`src/rtl/sfp_pkg.sv`:
```
package sfp_pkg;
  localparam int FRAMES    = 192;
  localparam int MAX_CH    = 8;
  localparam int HDR_BYTES = 4;
  localparam int WORD_W    = 32;
  localparam int SAMPLE_W  = 24;

  localparam int FRM_W  = $clog2(FRAMES);
  localparam int CH_W   = $clog2(MAX_CH);
  localparam int NCH_W  = $clog2(MAX_CH + 1);
  localparam int HDR_W  = 8 * HDR_BYTES;
  localparam int HIDX_W = $clog2(HDR_W);
  localparam int CHAN_LO = 20;   // status byte 2, upper nibble

  typedef enum logic {
    MODE_PCM  = 1'b0,
    MODE_PASS = 1'b1
  } mode_e;

  typedef struct packed {
    logic             firstSlot;
    logic [FRM_W-1:0] frameIdx;
    logic [CH_W-1:0]  chIdx;
  } slot_t;
endpackage

```
`src/rtl/sfp_seq.sv`:
```
module sfp_seq
  import sfp_pkg::*;
(
  input  logic             clk,
  input  logic             rst_n,
  input  logic [NCH_W-1:0] numCh,
  input  logic             restart,
  input  logic             accept,
  output slot_t            slot
);
  logic [FRM_W-1:0] frameQ;
  logic [CH_W-1:0]  chQ;
  logic [CH_W-1:0]  lastCh;

  always_comb begin
    if (numCh < NCH_W'(2))
      lastCh = CH_W'(1);
    else if (numCh > NCH_W'(MAX_CH))
      lastCh = CH_W'(MAX_CH - 1);
    else
      lastCh = CH_W'(numCh - NCH_W'(1));
  end

  always_ff @(posedge clk) begin
    if (!rst_n || restart) begin
      frameQ <= '0;
      chQ    <= '0;
    end else if (accept) begin
      if (chQ == lastCh) begin
        chQ    <= '0;
        frameQ <= (frameQ == FRM_W'(FRAMES - 1)) ? '0 : frameQ + FRM_W'(1);
      end else begin
        chQ <= chQ + CH_W'(1);
      end
    end
  end

  always_comb begin
    slot.frameIdx  = frameQ;
    slot.chIdx     = chQ;
    slot.firstSlot = (frameQ == '0) && (chQ == '0);
  end
endmodule

```
`src/rtl/sfp_pack.sv`:
```
module sfp_pack
  import sfp_pkg::*;
(
  input  logic              clk,
  input  logic              rst_n,
  input  logic              hdrLoad,
  input  logic [HDR_W-1:0]  hdrData,
  input  logic              modeSel,
  input  logic [WORD_W-1:0] inData,
  input  slot_t             slot,
  output logic [WORD_W-1:0] outData
);
  logic [HDR_W-1:0] hdrQ;
  logic [3:0]       chNum;
  logic             csBit;
  logic [26:0]      lowBits;
  logic             parityBit;
  mode_e            mode;

  always_ff @(posedge clk) begin
    if (!rst_n)
      hdrQ <= '0;
    else if (hdrLoad)
      hdrQ <= hdrData;
  end

  assign chNum = 4'(slot.chIdx) + 4'd1;
  assign mode  = mode_e'(modeSel);

  always_comb begin
    csBit = 1'b0;
    if (slot.frameIdx < FRM_W'(HDR_W)) begin
      if (slot.frameIdx >= FRM_W'(CHAN_LO) && slot.frameIdx < FRM_W'(CHAN_LO + 4))
        csBit = chNum[slot.frameIdx[1:0]];
      else
        csBit = hdrQ[slot.frameIdx[HIDX_W-1:0]];
    end
  end

  assign lowBits   = {csBit, 2'b00, inData[SAMPLE_W-1:0]};
  assign parityBit = ^lowBits;

  always_comb begin
    if (mode == MODE_PASS)
      outData = {3'b000, inData[3], inData[WORD_W-1:4]};
    else
      outData = {3'b000, slot.firstSlot, parityBit, lowBits};
  end
endmodule

```
`src/rtl/subframe_packer.sv`:
```
module subframe_packer
  import sfp_pkg::*;
(
  input  logic              clk,
  input  logic              rst_n,
  input  logic              modeSel,
  input  logic [NCH_W-1:0]  numCh,
  input  logic              hdrLoad,
  input  logic [HDR_W-1:0]  hdrData,
  input  logic              start,
  input  logic              inValid,
  input  logic [WORD_W-1:0] inData,
  output logic              inReady,
  output logic              outValid,
  output logic [WORD_W-1:0] outData,
  input  logic              outReady
);
  slot_t slotBus;
  logic  accept;

  assign accept   = inValid && outReady;
  assign inReady  = outReady;
  assign outValid = inValid;

  sfp_seq u_seq (
    .clk     (clk),
    .rst_n   (rst_n),
    .numCh   (numCh),
    .restart (hdrLoad || start),
    .accept  (accept),
    .slot    (slotBus)
  );

  sfp_pack u_pack (
    .clk     (clk),
    .rst_n   (rst_n),
    .hdrLoad (hdrLoad),
    .hdrData (hdrData),
    .modeSel (modeSel),
    .inData  (inData),
    .slot    (slotBus),
    .outData (outData)
  );
endmodule

```
`config.mk`:
```
export PLATFORM = sky130hd
export DESIGN_NAME = subframe_packer
export DESIGN_NICKNAME = d
export VERILOG_FILES = /design/src/rtl/sfp_pkg.sv /design/src/rtl/sfp_seq.sv /design/src/rtl/sfp_pack.sv /design/src/rtl/subframe_packer.sv
export SDC_FILE = /design/constraint.sdc
export NUM_CORES = 1
export LEC_CHECK = 0
export ABC_AREA = 1
export BUFFER_PORTS_ARGS = -buffer_cell sky130_fd_sc_hd__buf_2
export CORE_UTILIZATION = 35
export DETAILED_ROUTE_END_ITERATION = 16
export GPL_TIMING_DRIVEN = 0
export PLACE_DENSITY = 0.64
export SYNTH_ARGS = -nofsm -noshare
export SYNTH_HDL_FRONTEND = slang
export SYNTH_HIERARCHICAL = 1
export SYNTH_SLANG_ARGS = --single-unit
```
`constraint.sdc`:
```
create_clock -name clk -period 3.2 [get_ports clk]
set_clock_uncertainty 0.1 [all_clocks]
set_input_delay 0.48 -clock clk [delete_from_list [all_inputs] [get_ports clk]]
set_output_delay 0.48 -clock clk [all_outputs]
set_load 0.05 [all_outputs]
```
After elaboration in Yosys (flattened, before gate mapping). Index checks and enable logic that the tools add are counted.

Output and inout bits: 34. RAM bits: 0. Bits in read-only memories: 0. Word-level logic and storage cells: 37. Latch bits: 0. Memories: 0. Register bits after elaboration: 43.

Multiply operators: 0. Shift operators: 0. Divide/modulo/power cells: 0. Reductions and logical operators: 10. $lt $le $gt $ge: 7. Multiplexer cells: 11. Bitwise gates (word level): 0. Equal/unequal tests: 2. Add/sub/neg operators: 4.

Operators with widths (count): $mux 29 (1); $reduce_xor 27->1 (1); $mux 3 (3); $add 8x1->8 const B (1); $eq 8x8->1 const B (1); $ge 8x5->1 const B (1); $logic_not 8->1 (1); $lt 8x5->1 const B (1); $lt 8x6->1 const B (1); $mux 8 (1); $lt 5x6->1 const B (1); $bmux 1 s5 (1); $add 3x1->4 const B (1); $gt 4x4->1 const B (1); $lt 4x2->1 const B (1); $mux 1 (4); $add 3x1->3 const B (1); $eq 3x3->1 (1); $logic_and 1x1->1 (3); $logic_not 3->1 (1); $lt 2x3->1 const B (1); $sub 3x1->3 const B (1); $bmux 1 s2 (1); $logic_or 1x1->1 (2); other kinds (2) (2).

Depth between registers and ports, before layout. Gate-level depths: netlist of run 1.

Word-level depth: 7. Mapped depth: 14. Gate-level depth less buffers: 14.

By module. Netlist of run 1, hierarchy kept.

By module, submodules not included: sfp_pack (cells an instance 427, instances 1, seq. area each 560.5 um^2, area an instance 2283.4 um^2); sfp_seq (cells an instance 135, instances 1, seq. area each 220.2 um^2, area an instance 839.6 um^2); subframe_packer (cells an instance 7, instances 1, seq. area each 0.0 um^2, area an instance 33.8 um^2).

Least setup slack after synthesis of run 1. Ideal clock, no wire load.

Kind: in2out. From: input modeSel. To: output outData[10]. Arrival: 1.920 ns. Required time: 2.620 ns. Slack: 0.700 ns. Stages: 3. Cell sequence: clkbuf_1 > clkbuf_1 > o21ai_0.

Cells in the longest elaborated chain, start to end: 1.

Ends and longest elaborated chain: from (decl) (line subframe_packer.sv:6) `input logic modeSel,`; $mux 29 (line sfp_pack.sv:44) `if (mode == MODE_PASS)`; to (decl) (line subframe_packer.sv:15) `output logic [WORD_W-1:0] outData,`.

No other way between the ends.

Final worst setup path of run 1.
From: register u_seq.frameQ[0]. To: output outData[27].

Cells in the longest elaborated chain, start to end: 6.

Ends and longest elaborated chain: from (decl) (line sfp_seq.sv:11) `logic [FRM_W-1:0] frameQ;`; from (signal assigned) (line sfp_seq.sv:31) `frameQ <= (frameQ == FRM_W'(FRAMES - 1)) ? '0 : frameQ + FRM_W'(1);`; $bmux 1 s5, or another cell as far along (line sfp_pack.sv:36) `csBit = hdrQ[slot.frameIdx[HIDX_W-1:0]];`; $mux 1 (implied by the code), or another cell as far along (line sfp_pack.sv:36); $mux 1 (line sfp_pack.sv:33) `if (slot.frameIdx >= FRM_W'(CHAN_LO) && slot.frameIdx < FRM_W'(CHAN_LO + 4))`; $mux 1 * (line sfp_pack.sv:32) `if (slot.frameIdx < FRM_W'(HDR_W)) begin`; $reduce_xor 27->1 * (line sfp_pack.sv:41) `assign parityBit = ^lowBits;`; $mux 29 * (line sfp_pack.sv:44).

Every way passes the cells marked *; elsewhere a longest branch is shown, timed or not. The select of a mux whose other input is x is not followed.

==> results.txt, run 1 <==
----------------------------------------------------
[Global route]
  All-layer global routing usage ... ~18%
  Total global routing overflow ... 0
  Met2 demand-to-capacity share in global routing ... 31.47%
  Most used routing layer ... met2
  Initial antenna violation count ... 0
  Global-route met3 utilization ... 2.818%
  Maximum number of pins on one net before global-route repair ... 14
  Vias in the first global route ... 3347
  Wire length of the first global-routing pass ... around 14 mm
  Met1 layer usage reported by global route ... 22.86%

[STA]
  Post-route clock period utilization ... between 80 and 90%
  Clock period minus final worst setup slack ... 2649 ps
  Setup violations, final ... 0
  Unrepaired setup endpoints after global routing ... false
  Maximum clock frequency ... 377.5 MHz
  Least setup slack across all paths after layout ... about 550 ps
  Number of slew-limit violations in the final report ... 0
  Number of hold-slack violations in the final timing report ... 0
  Total negative slack for setup checks ... 0 ps

[Floorplanning]
  Die ar. ... 9403 um^2
  Width of the die ... 96.97 um
  Height of the die ... 96.97 um
  Std-Cell Rows ... 34
  Initial cell density of the core ... ~36%
  Standard cell core area ... about 8700 um^2
  Count of pins on the block boundary ... 109

[Yosys]
  Mean Syn Cell Area ... about 5.5 um^2
  Area of the mapped netlist ... 3157 um^2
  Number of instances in the synthesized netlist ... about 570
  Register bit total from synthesis ... 39
  Fraction of the yosys area taken by sequential cells ... 24.73%
  Synthesis Warnings ... 6
  Unique cell type count in the Yosys netlist ... 28

[Layout]
  Ant diodes ... 0
  Post-layout net count ... 759
  Synth-to-Final Area Change ... 24.22%
  Top library cells by usage in the layout, fill and taps aside ... 206 x nand2_1, 102 x buf_2, 81 x nor2_1
  Most common cell after layout, fill and taps aside ... nand2_1
  Layout cell share with drive strength beyond 1 ... 21.06%
  Non-filler cells, final ... 787
  Final core utilization ... about 45%

[Critical path]
  Startpoint kind of the worst setup timing path ... flop
  Required time of the critical path ... 2620 ps
  Start point of the critical path ... u_seq/frameQ[0]$_SDFFE_PP0P_
  Reg-to-reg critical path startpoint ... u_seq/frameQ[1]$_SDFFE_PP0P_
  Type of the worst setup path ... reg2out
  Crit path arrival time ... 2070 ps
  Capturing element type of the critical path ... primary output
  Critical-path maximum fanout ... 10

[Clocking]
  Clock buffer count from CTS ... 5
  Maximum count of clock buffers along a single path ... 2
  TritonCTS clock tree ... yes
  Master cell of the clock root buffer ... clkbuf_8
  Post-CTS Setup Repair Bufs ... 0
  Clock transition at path regs ... 80 ps
  Post-cts gate resize count ... 0
  Number of sinks handled by clock tree synthesis ... 39
  Number of levels in the clock H-tree ... 2
  Insertion delay to the later sink of the worst-skew pair ... 290 ps
  Hold_buf cts ... 0

[Placement]
  Inst Count DP ... 779
  Total half-perimeter wirelength after legalization and detailed placement ... 6.592 mm
  Final RePlAce weighted congestion ... 0.8272
  Number of I/O port buffers ... 100
  Place WS ... about 800 ps

[Power and ir drop]
  Total leakage power ... 0.002118 uW
  Worst IR drop on VDD ... 250.8 uV
  Post-layout power ... around 1400 uW
  Power per Cell Area ... 358.3 nW/um^2

[Hold path]
  Worst min-delay path class ... in2reg
  Min-Delay Startpoint ... hdrData[30]

[Flow run]
  Number of maximum-capacitance constraint violations ... 0

[Detailed routing]
  Total number of vias ... 3647
  Residual DRC count ... 0
  TritonRoute pass-1 iters ... 4
  Post-route ant nets ... 0
  Final wirelength ... 8.294 mm
  Post-DR wirelength/cell ... 10.54 um
  Via density per instance ... between 4 and 5
  First DRT Iteration DRCs ... 141

[Run status]
  Status ... finished clean

----------------------------------------------------
state kept, by name, summed over array words and instances (netlist names):
register      cells
u_pack/hdrQ      28
u_seq/frameQ      8
u_seq/chQ         3
kinds of logic (layout without fill, tap and decap cells):
family | count (synthesis) | after routing | synth area share (%)
flip-flops | 39 | 39 | 24.73
AO/OA/AOI/OAI | 61 | 61 | 9.750
buffers and inverters | 93 | 201 | 12.88
adder cells (fa/ha/maj) | 6 | 6 | 2.378
XOR/XNOR | 10 | 10 | 2.775
other | 1 | 3 | 0.1188
AND/OR/NAND/NOR | 359 | 359 | 47.36
cells in the mapped netlist (all sizes together):
cell type,count,area (um^2)
o21ai,51,255.3
clkbuf,16,60.06
o211ai,1,7.510
conb,1,3.750
nor2,88,357.8
nand2,215,829.5
ha,6,75.07
nor3,2,10.01
inv,67,256.5
dfxtp,39,780.8
xnor2,7,61.31
nand3,50,272.8
xor2,3,26.28
a21oi,9,45.04
nand4,3,18.77
buf,10,90.09
nor4,1,6.260
final cells by class:
cell class | instances | area (um^2)
fill | 980 | 4800
multi-input combinational | 439 | 1977
sequential | 39 | 780.7
timing repair buffer | 100 | 500.5
inverter | 67 | 256.5
buffer | 26 | 150.1
tap | 108 | 135.1
clock buffer | 6 | 82.58
clock inverter | 2 | 38.79
per-layer routing:
| metal | part of all wire, % | routed length (um) |
|---|---|---|
| met5 | 0 | 0 |
| met4 | 1.1 | 91 |
| met3 | 4.2 | 346 |
| met2 | 49 | 4025 |
| met1 | 46 | 3829 |
where the power goes:
| part | leakage, uW | internal, uW | switching (uW) |
|---|---|---|---|
| clock network | 0.0000618 | 257 | 186 |
| logic | 0.00173 | 136 | 305 |
| registers | 0.000322 | 510 | 12.3 |
worst max-delay path: stages (launching register included):
cell and delay, ps:
dfxtp_1 420, buf_6 180, buf_6 150, nand2_1 60
nand3_1 80, nand3_1 80, nand3_1 100, nand2_1 80
nand2_2 80, nand2_1 60, nor2_2 80, nand3_1 80
nand3_1 70, buf_2 270
path summary, 6_finish.rpt:
kind | slack [ps] | to | cells after the start
min | 300 | u_pack/hdrQ[30]$_SDFFE_PN0P_ | 3
max reg2reg | 1470 | u_seq/frameQ[7]$_SDFFE_PP0P_ | 10
min reg2reg | 410 | u_pack/hdrQ[2]$_SDFFE_PN0P_ | 2
max | 550 | outData[27] | 13
per-stage QoR:
stage,hold WS (ps),cell area (um^2)
5_1_grt,293.8,3921
2_1_floorplan,362.6,3164
3_5_place_dp,383.0,3800
6_report,295.2,3921
3_3_place_gp,378.6,3800
4_1_cts,287.9,3921
Note: power is estimated with default switching activity, not from simulation.
==> inputs of run 2 (changes only) <==
--- a/config.mk
+++ b/config.mk
@@ -10,7 +10,7 @@
 export CORE_UTILIZATION = 35
 export DETAILED_ROUTE_END_ITERATION = 16
 export GPL_TIMING_DRIVEN = 0
-export PLACE_DENSITY = 0.64
+export PLACE_DENSITY = 0.67
 export SYNTH_ARGS = -nofsm -noshare
 export SYNTH_HDL_FRONTEND = slang
 export SYNTH_HIERARCHICAL = 1
==> constraint.sdc (replaced) <==
create_clock -name clk -period 2.4 [get_ports clk]
set_clock_uncertainty 0.1 [all_clocks]
set_input_delay 0.36 -clock clk [delete_from_list [all_inputs] [get_ports clk]]
set_output_delay 0.36 -clock clk [all_outputs]
set_load 0.05 [all_outputs]
==> results.txt, run 2 (synthesis results as in run 1) <==
----------------------------------------------------
[Detailed routing]
  Post-DR wirelength/cell ... 10.53 um (about the same)
  TritonRoute pass-1 iters ... 5 (+1)
  Residual DRC count ... 0 (unchanged)
  Final wirelength ... 8.330 mm (+0.43%)
  Post-route ant nets ... 0 (unchanged)
  Via density per instance ... 4.647 (+0.29%)
  Total number of vias ... 3676 (+0.80%)
  First DRT Iteration DRCs ... 161 (+14%)

[Floorplanning]
  Die ar. ... 9403 um^2 (unchanged)
  Height of the die ... 96.97 um (unchanged)
  Initial cell density of the core ... 36.20% (unchanged)
  Std-Cell Rows ... 34 (unchanged)
  Count of pins on the block boundary ... 109 (unchanged)
  Width of the die ... 96.97 um (unchanged)
  Standard cell core area ... 8721 um^2 (unchanged)

[Critical path]
  Critical-path maximum fanout ... 7 (-3)
  Type of the worst setup path ... reg2out
  Required time of the critical path ... 1940 ps (-680 ps)
  Crit path arrival time ... 1830 ps (-240 ps)
  Startpoint kind of the worst setup timing path ... flop
  CP peak stage delay ... 450 ps (+30 ps)
  Capturing element type of the critical path ... primary output
  Reg-to-reg critical path startpoint ... u_seq/frameQ[0]$_SDFFE_PP0P_
  Worst r2r path cells ... 11 (+1)
  Worst path bufs/invs ... 2 (-1)
  Number of cells on the critical path ... 12 (-1)
  Worst R2R Setup Slack ... 540 ps (-930 ps)
  Kind of cell adding the most delay to the critical path ... simple AND/OR/NAND/NOR gates
  Cells along the critical path ... buf_8 > nand2_1 > nand3_1 > nand3_1 > nand3_1 > nand2_1 > nand2_2 > nand2_1 > nor2_2 > nand3_1 > nand3_1 > buf_6
  Critical Path Slowest Stage Cell ... dfxtp_4
  Most used cell, CP ... nand3_1
  Start point of the critical path ... u_seq/frameQ[0]$_SDFFE_PP0P_
  Endpoint of the most critical register-to-register path ... u_seq/frameQ[3]$_SDFFE_PP0P_
  Critical path endpoint ... outData[27]

[Power and ir drop]
  Power per Cell Area ... 431.6 nW/um^2 (+20%)
  Reported net switching power ... 653.4 uW (+30%)
  Proportion of power drawn by the clock network ... 24.9% (-6.6 points)
  Worst IR drop on VDD ... 345.3 uV (+38%)
  Total leakage power ... 0.002151 uW (+1.6%)
  Cell-internal power ... 1065 uW (+18%)
  Sequential power share ... 40.5% (+3.4 points)
  Post-layout power ... 1718 uW (+22%)
  Switching power share of the total ... 38.03% (+2.3 points)
  Combinational Power Share ... 34.7% (+3.3 points)

[STA]
  Number of hold-slack violations in the final timing report ... 0 (unchanged)
  Setup violations, final ... 0 (unchanged)
  Post-route clock period utilization ... a little over nine tenths
  Unrepaired setup endpoints after global routing ... true
  Total negative slack for setup checks ... 0 ps (unchanged)
  Number of slew-limit violations in the final report ... 0 (unchanged)
  Maximum clock frequency ... 436.1 MHz
  Clock period minus final worst setup slack ... 2293 ps

[Layout]
  Max FFs per register ... 28 (unchanged)
  Post-layout net count ... 764 (+0.66%)
  Synth-to-Final Area Change ... 26.12%
  Ant diodes ... 0 (unchanged)
  Biggest register ... u_pack/hdrQ
  Top library cells by usage in the layout, fill and taps aside ... 206 x nand2_1, 99 x buf_2, 81 x nor2_1
  Most common cell after layout, fill and taps aside ... nand2_1
  Layout cell share with drive strength beyond 1 ... 22.55% (+1.5 points)
  Biggest registers after layout ... u_pack/hdrQ: 28 flops, u_seq/frameQ: 8 flops, u_seq/chQ: 3 flops
  Filler cells ... 949 (-3.2%)

[Global route]
  Wire length of the first global-routing pass ... 14.56 mm (+0.87%)
  Initial antenna violation count ... 0 (unchanged)
  Maximum number of pins on one net before global-route repair ... 13 (-1)
  Vias in the first global route ... 3442 (+2.8%)
  All-layer global routing usage ... 17.79% (-0.21 points)
  Total global routing overflow ... 0 (unchanged)

[Clocking]
  Clock transition at path regs ... 80 ps (about the same)
  Master cell of the clock root buffer ... clkbuf_8
  Clock buffer count from CTS ... 5 (unchanged)
  Number of sinks handled by clock tree synthesis ... 39 (unchanged)
  Number of levels in the clock H-tree ... 2 (unchanged)
  Maximum count of clock buffers along a single path ... 2 (unchanged)
  TritonCTS clock tree ... yes
  Insertion delay to the later sink of the worst-skew pair ... 290 ps (about the same)

[Hold path]
  Worst min-delay path class ... in2reg

[Placement]
  Final RePlAce weighted congestion ... 0.8184 (-1.1%)
  Number of I/O port buffers ... 100 (unchanged)
  Total half-perimeter wirelength after legalization and detailed placement ... 6.389 mm (-3.1%)

[Flow run]
  Number of maximum-capacitance constraint violations ... 0 (unchanged)

[Run status]
  Status ... finished clean

----------------------------------------------------
==> run 2: metal layers <==
layer  GRT usage [%]  wire length, um  up-vias
met2           31.64             4032       89
met3           2.457              347        7
li1                -                -     1972
met4           2.641               40        0
met5               0                0        -
met1           23.17             3909     1608
==> run 2: worst min-delay path, delay by kind of cell <==
family	cells	cell delay [ps]
buf+inv	1	80
simple gates	2	110
==> run 2: final cells by class <==
class | instances | area (um^2) | area share (%)
buffer | 25 | 145.1 | 3.645
multi-input combinational | 439 | 1977 | 49.65
sequential | 39 | 789.5 | 19.83
clock inverter | 2 | 13.76 | 0.3457
timing repair buffer | 106 | 593.1 | 14.90
tap | 108 | 135.1 | 3.394
inverter | 67 | 259.0 | 6.505
clock buffer | 5 | 68.82 | 1.728
==> run 2: power groups by stage <==
stage | Combinational (uW) | Sequential [uW] | Clock, uW
floorplan | 419 | 706 | 0
global placement | 575 | 710 | 0
detailed placement | 585 | 711 | 0
CTS | 594 | 695 | 440
global route | 669 | 699 | 475
finish | 595 | 695 | 428
==> run 2: timing repair <==
action | 4_1_cts | 5_1_grt
gates cloned | 0 | 2
gates resized for setup | 5 | 12
setup endpoints to repair | 2 | 2
setup buffers | 1 | 3
pin swaps | 0 | 4
hold buffers | 0 | 0
==> run 2: through the flow <==
stage | utilization [%] | setup slack [ps] | instance area (um^2) | std cells | hold WS (ps)
after floorplan | - | 140.5 | 3164 | 571 | 362.6
after global routing | 45.65 | -12.97 | 3981 | 791 | 180.7
after CTS | 44.75 | 1.934 | 3902 | 787 | 185.2
after detailed placement | 43.57 | 173.7 | 3800 | 779 | 384.1
final | 45.65 | 107.2 | 3981 | 791 | 186.6
after global placement | 43.57 | 172.2 | 3800 | 779 | 378.7
==> run 2: worst min path at each step <==
stage                                      start                            to  slack [ps]  depth (start not counted)
floorplan           u_pack/hdrQ[11]$_SDFFE_PN0P_  u_pack/hdrQ[11]$_SDFFE_PN0P_         360                          2
global placement     u_pack/hdrQ[5]$_SDFFE_PN0P_   u_pack/hdrQ[5]$_SDFFE_PN0P_         380                          2
detailed placement  u_pack/hdrQ[18]$_SDFFE_PN0P_  u_pack/hdrQ[18]$_SDFFE_PN0P_         380                          2
CTS                                   hdrData[3]   u_pack/hdrQ[3]$_SDFFE_PN0P_         190                          3
global route                          hdrData[0]   u_pack/hdrQ[0]$_SDFFE_PN0P_         180                          3
finish                                hdrData[2]   u_pack/hdrQ[2]$_SDFFE_PN0P_         190                          3
